**src/rtl/smbus_dac_if.sv**
```systemverilog
module smbus_dac_if #(
  parameter logic [6:0] DEV_ADDR  = 7'b0100000,
  parameter logic [6:0] SYNC_ADDR = 7'b0001100,
  parameter int         CODE_W    = 10
) (
  input  logic              clk,
  input  logic              rst_n,
  input  logic              scl_i,
  input  logic              sda_i,
  output logic              sda_pull_o,
  output logic [CODE_W-1:0] code_o,
  output logic              shdn_o,
  output logic              ref_int_o
);
  localparam int HI_W = CODE_W - 8;

  typedef enum logic [2:0] {P_IDLE, P_ADDR, P_CMD, P_LO, P_HI, P_SKIP} ph_t;

  logic [1:0] scl_sy, sda_sy;
  logic       scl_q, sda_q;
  ph_t        ph;
  logic [3:0] cnt;
  logic [7:0] sh, lo_q;
  logic [CODE_W-1:0] in_q, code_q;
  logic       sy_q, sd_q, bg_q, shdn_q, pull_q, sync_q;

  wire scl_s    = scl_sy[1];
  wire sda_s    = sda_sy[1];
  wire start_c  = scl_s & scl_q & sda_q & ~sda_s;
  wire stop_c   = scl_s & scl_q & ~sda_q & sda_s;
  wire scl_rise = scl_s & ~scl_q;
  wire scl_fall = ~scl_s & scl_q;
  wire active   = (ph != P_IDLE);
  wire dev_hit  = (sh[7:1] == DEV_ADDR) && !sh[0];
  wire sync_hit = (sh[7:1] == SYNC_ADDR) && sy_q;
  wire sync_fire = active && scl_rise && (cnt == 4'd8) && sync_q;

  assign sda_pull_o = pull_q;
  assign code_o     = code_q;
  assign shdn_o     = shdn_q;
  assign ref_int_o  = bg_q;

  always_ff @(posedge clk or negedge rst_n) begin
    if (!rst_n) begin
      scl_sy <= 2'b11;
      sda_sy <= 2'b11;
      scl_q  <= 1'b1;
      sda_q  <= 1'b1;
    end else begin
      scl_sy <= {scl_sy[0], scl_i};
      sda_sy <= {sda_sy[0], sda_i};
      scl_q  <= scl_s;
      sda_q  <= sda_s;
    end
  end

  always_ff @(posedge clk or negedge rst_n) begin
    if (!rst_n) begin
      ph     <= P_IDLE;
      cnt    <= '0;
      sh     <= '0;
      lo_q   <= '0;
      in_q   <= '0;
      code_q <= '0;
      sy_q   <= 1'b0;
      sd_q   <= 1'b0;
      bg_q   <= 1'b0;
      shdn_q <= 1'b0;
      pull_q <= 1'b0;
      sync_q <= 1'b0;
    end else if (stop_c) begin
      ph     <= P_IDLE;
      cnt    <= '0;
      pull_q <= 1'b0;
      sync_q <= 1'b0;
      shdn_q <= sd_q;
      if (!sy_q) code_q <= in_q;
    end else if (start_c) begin
      ph     <= P_ADDR;
      cnt    <= '0;
      pull_q <= 1'b0;
      sync_q <= 1'b0;
    end else if (active && scl_rise) begin
      if (cnt < 4'd8) begin
        sh  <= {sh[6:0], sda_s};
        cnt <= cnt + 4'd1;
      end else if (cnt == 4'd8) begin
        cnt <= 4'd9;
        if (sync_q) code_q <= in_q;
      end
    end else if (active && scl_fall) begin
      if (cnt == 4'd8) begin
        unique case (ph)
          P_ADDR: begin
            pull_q <= dev_hit | sync_hit;
            sync_q <= sync_hit & ~dev_hit;
            ph     <= dev_hit ? P_CMD : P_SKIP;
          end
          P_CMD: begin
            pull_q <= 1'b1;
            {bg_q, sd_q, sy_q} <= sh[2:0];
            ph     <= P_LO;
          end
          P_LO: begin
            pull_q <= 1'b1;
            lo_q   <= sh;
            ph     <= P_HI;
          end
          P_HI: begin
            pull_q <= 1'b1;
            in_q   <= {sh[HI_W-1:0], lo_q};
            ph     <= P_SKIP;
          end
          default: pull_q <= 1'b0;
        endcase
      end else if (cnt == 4'd9) begin
        pull_q <= 1'b0;
        sync_q <= 1'b0;
        cnt    <= '0;
      end
    end
  end

  assert_idle_quiet_R1: assert property (@(posedge clk) disable iff (!rst_n)
    (ph == P_IDLE) |-> !sda_pull_o);

  assert_code_only_on_event_R4: assert property (@(posedge clk) disable iff (!rst_n)
    !(stop_c || sync_fire) |=> $stable(code_o));

  assert_stop_keeps_code_in_sync_mode_R5: assert property (@(posedge clk) disable iff (!rst_n)
    (stop_c && sy_q) |=> $stable(code_o));

  assert_sync_needs_mode_R6: assert property (@(posedge clk) disable iff (!rst_n)
    sync_fire |-> sy_q);

  assert_shdn_at_stop_R7: assert property (@(posedge clk) disable iff (!rst_n)
    !stop_c |=> $stable(shdn_o));

  assert_pull_steady_scl_high_R12: assert property (@(posedge clk) disable iff (!rst_n)
    (scl_s && scl_q) |=> $stable(sda_pull_o));

  assert_start_restarts_R12: assert property (@(posedge clk) disable iff (!rst_n)
    start_c |=> (ph == P_ADDR) && (cnt == 4'd0) && !sda_pull_o);
endmodule

```
**config.mk**
```make
export PLATFORM = sky130hd
export DESIGN_NAME = smbus_dac_if
export DESIGN_NICKNAME = d
export VERILOG_FILES = /design/src/rtl/smbus_dac_if.sv
export SDC_FILE = /design/constraint.sdc
export NUM_CORES = 1
export LEC_CHECK = 0
export BUFFER_PORTS_ARGS = -buffer_cell sky130_fd_sc_hd__buf_4
export CORE_ASPECT_RATIO = 1.2
export CORE_MARGIN = 2
export CORE_UTILIZATION = 50
export CTS_CLUSTER_DIAMETER = 30
export DETAILED_ROUTE_END_ITERATION = 8
export PLACE_DENSITY = 0.71
export SLEW_MARGIN = 15
export SYNTH_ARGS = -nofsm -noshare
export SYNTH_HDL_FRONTEND = slang
export SYNTH_SLANG_ARGS = --single-unit
```
**constraint.sdc**
```tcl
create_clock -name clk -period 1.7 [get_ports clk]
set_input_delay 0.425 -clock clk [delete_from_list [all_inputs] [get_ports clk]]
set_output_delay 0.425 -clock clk [all_outputs]
set_load 0.005 [all_outputs]
```
==> run_results.csv <==
group,metric,value,unit
synth,synth_enable_flop_cells,0,
global_route,grt_start_max_net_pins,43,
drt,routed_via_density,5.530,
clock_tree,cts_htree_levels,2,
drt,first_iter_violations,63,
worst_setup_path,cp_endpoint,"lo_q[4]$_DFFE_PN0P_",
worst_setup_path,arrival_time_worst_endpoint,1.93,ns
finish,net_total_in_the_final_layout,227,
drt,postRouteAntennaNets,0,
run_status,failing_checks,"setup timing",
finish,fillerInstances,352,
worst_setup_path,rr_startpoint,"cnt[0]$_DFFE_PN0P_",
global_route,global_route.usage.total,19.22,%
worst_setup_path,slowest_stage,"dfrtp_1",
placement,dpl_worst_slack,-0.08695,ns
synth,synth_top_area_share,51.28,%
worst_setup_path,worstPathCellList,"inv_2 > ha_4 > and3b_2 > and3_4 > nand4b_4 > mux2_4",
global_route,globalRoute.totalOverflow,0,
floorplan,placementRows,27,
power_and_ir_drop,clock_power_share,24.3,%
clock_tree,path_clk_slew,0.10,ns
floorplan,core_region_area,4594,sq um
clock_tree,cts_inserted_buffers,5,
timing,max_slew_margin,74.29,%
worst_setup_path,cp_slowest_stage_delay,0.41,ns
finish,post-route-util,66.29,%
timing,total_negative_slack_for_setup_checks,-0.1854,ns
drt,post_detailed_route_wirelength_per_cell,16.96,microns
synth,yosys_warnings,0,
timing,worst_slack,-0.03025,ns
floorplan,initial_utilization,52.04,%
synth,synth_flop_cell,"dfrtp_1",
global_route,first_pass_grt_wire_length,7.700,mm
synth,synthTopCellsByCount,"dfrtp_1, mux2_2, dfstp_2, nor2b_1",
clock_tree,tritoncts_clock_tree,"done",
run_status,run_status,"finished, violations left",
finish,seq_area,1385,sq um
finish,area.growth.synth_to_final,27.37,%
placement,portBuffers,16,
placement,gp_routability_congestion,0.9166,
power_and_ir_drop,post-layout-total-power,3.070,mW
timing,grt_setup_unrepaired,"true",
worst_setup_path,worst_reg2reg_setup_slack,-0.03,ns
synth,top_cell_type_by_total_area_after_synthesis,"dfrtp_1",
floorplan,dieWidth,67.13,microns
synth,syn_avg_cell_area,13.90,sq um
power_and_ir_drop,seqPwrFrac,52.6,%
clock_tree,clock-sinks,55,
synth,synth_area_leaders,"dfrtp_1, mux2_2, dfstp_2, ha_1, nor2b_1",
synth,synthMostInstantiatedCell,"dfrtp_1",
worst_setup_path,crit_path_start_kind,"flip-flop",
synth,synth_nets,179,
clock_tree,clock_tree.buffer_depth,2,
worst_setup_path,criticalPathCategory,"flip-flop to flip-flop",
floorplan,top_level_ports,17,
timing,finalClockSkew,0.005651,ns
synth,synth-seq-area-share,57.88,%
drt,routed_wirelength,4.733,mm
global_route,grt_pass1_vias,1630,
worst_setup_path,worst-endpoint-required,1.90,ns
synth,ys_seq_elements,55,
power_and_ir_drop,portion_of_total_power_attributed_to_combinational_logic,23.0,%
worst_setup_path,r2r_cells,6,
timing,fin_worst_hold_slack,0.2184,ns
power_and_ir_drop,p_int,2.183,mW
timing,maximum_clock_rate,578.0,MHz
power_and_ir_drop,power.ir.vdd_worst,0.7011,mV
run,cap_violations,0,
power_and_ir_drop,p_sw_share,28.89,%
timing,timing_hold_violations_final,0,
synth,syn_inst,172,
power_and_ir_drop,p_sw,0.8870,mW
floorplan,dieHeight,79.75,microns
timing,final-max-slew-violation-count,0,
power_and_ir_drop,pwr_density_cell,1008,nW/um^2
worst_setup_path,worstSetupEndpointType,"flip-flop",
timing,timing.final.setup_violations,18,
hold_path,worstHoldPathType,"input pin to flip-flop",
clock_tree,root_buffer,"clkbuf_8",
drt,detailroute.via_count,1543,
finish,final_layout_size_suffix_gt1_share,55.66,%
worst_setup_path,critPathLaunch,"cnt[0]$_DFFE_PN0P_",
timing,max_slew.worst_pin.slew,0.3829,ns
global_route,grt_antenna_before_repair,0,
finish,multi_input_area,1100,sq um
floorplan,die_area,5353,sq um
timing,fin_crit_sh,101.8,%
synth,syn_area,2391,sq um
synth,number_of_distinct_library_cell_variants_in_the_gate_level_netlist_after_synthesis,44,
timing,final_period_demand_of_the_worst_path,1.730,ns
power_and_ir_drop,leakage,1.433,nW
worst_setup_path,path_max_fanout,8,
worst_setup_path,timing.rr.end,"lo_q[4]$_DFFE_PN0P_",
synth,async_flop_share,100.0,%
drt,drt_pass1_iterations,4,
clock_tree,clock_latency,0.30,ns
placement,hpwlAfterDp,3.147,mm
finish,antenna-diode-count,0,
drt,drc,0,
==> per-layer routing <==
metal | vias up | share of wire, % | track usage, % | wire [microns]
met5 | - | 0 | 0 | 0
met4 | 0 | 2.5 | 6.735 | 119
met3 | 9 | 2.3 | 3.667 | 109
met2 | 24 | 54 | 34.16 | 2546
met1 | 789 | 41 | 22.79 | 1958
li1 | 721 | - | - | -
==> per-stage QoR <==
stage                     instance area (sq um)  std cells
after floorplan                            2426        172
after global placement                     2776        263
after detailed placement                   2776        263
after CTS                                  2920        274
after global routing                       3045        279
final                                      3045        279
==> flip-flops by register name (all words and copies together), names as in the netlist, 2 cells and up <==
name and flops:
code_o 10, in_q 10, lo_q 8, sh 8, cnt 4, ph 3, scl_sy 2, sda_sy 2
==> worst max-delay path, delay by kind of cell (launching register included) <==
family / cells / cell delay, ns
buffers and inverters: 1 / 0.09
adders and majority gates: 1 / 0.15
muxes: 1 / 0.35
and+or+nand+nor: 3 / 0.63
DFF: 1 / 0.41
==> layout make-up <==
cell class                 count  share of cell area, %
clock buffer                   6                  2.712
clock inverter                 2                 0.5341
inverter                       5                 0.6163
multi-input combinational    109                  36.11
sequential                    55                  45.48
tap                           58                  2.383
timing repair buffer          44                  12.16
==> cell usage in the layout, fill, tap and decap left out, types with 3 or more instances in the layout <==
cell type / count
a21oi_1: 3
buf_12: 3
buf_4: 40
clkbuf_8: 6
dfrtp_1: 48
dfstp_2: 6
inv_1: 3
mux2_2: 39
mux2i_1: 3
nand2_1: 4
nand3_1: 3
nand4_1: 4
nor2_1: 3
nor2b_1: 4
o21ai_0: 5
==> repair_timing <==
| item | in CTS | in global routing |
|---|---|---|
| gates resized for setup | 5 | 16 |
| endpoints found under the setup margin | 20 | 44 |
| buffers inserted | 2 | 4 |
| hold buffers | 1 | 0 |
| pin swaps | 3 | 4 |
| cloned | 0 | 1 |
| hold endpoints to repair | 13 | 0 |
==> power groups by stage <==
stage | Combinational (mW) | Sequential (mW) | Clock, mW
after detailed placement | 0.578 | 1.60 | 0
after global placement | 0.544 | 1.59 | 0
after global routing | 0.774 | 1.64 | 0.818
final | 0.707 | 1.62 | 0.747
after floorplan | 0.296 | 1.58 | 0
after CTS | 0.611 | 1.59 | 0.772
==> cells by family after synthesis <==
group / Yosys count / share of synthesized area, %
flops: 55 / 57.88
mux: 43 / 20.09
simple gates: 39 / 11.51
compound gates: 21 / 6.332
buf+inv: 9 / 1.884
fa+ha+maj: 3 / 1.570
xor+xnor: 2 / 0.7327
==> how the worst min path moves through the flow <==
stage | slack (ns) | end | cells after the start | start
floorplan | 0.13 | cnt[0]$_DFFE_PN0P_ | 0 | rst_n
global placement | 0.29 | cnt[2]$_DFFE_PN0P_ | 1 | rst_n
detailed placement | 0.30 | cnt[2]$_DFFE_PN0P_ | 1 | rst_n
CTS | 0.21 | sda_sy[0]$_DFF_PN1_ | 1 | sda_i
global route | 0.21 | sda_sy[0]$_DFF_PN1_ | 1 | sda_i
finish | 0.22 | sda_sy[0]$_DFF_PN1_ | 1 | sda_i
(Power assumes the default switching activity.)
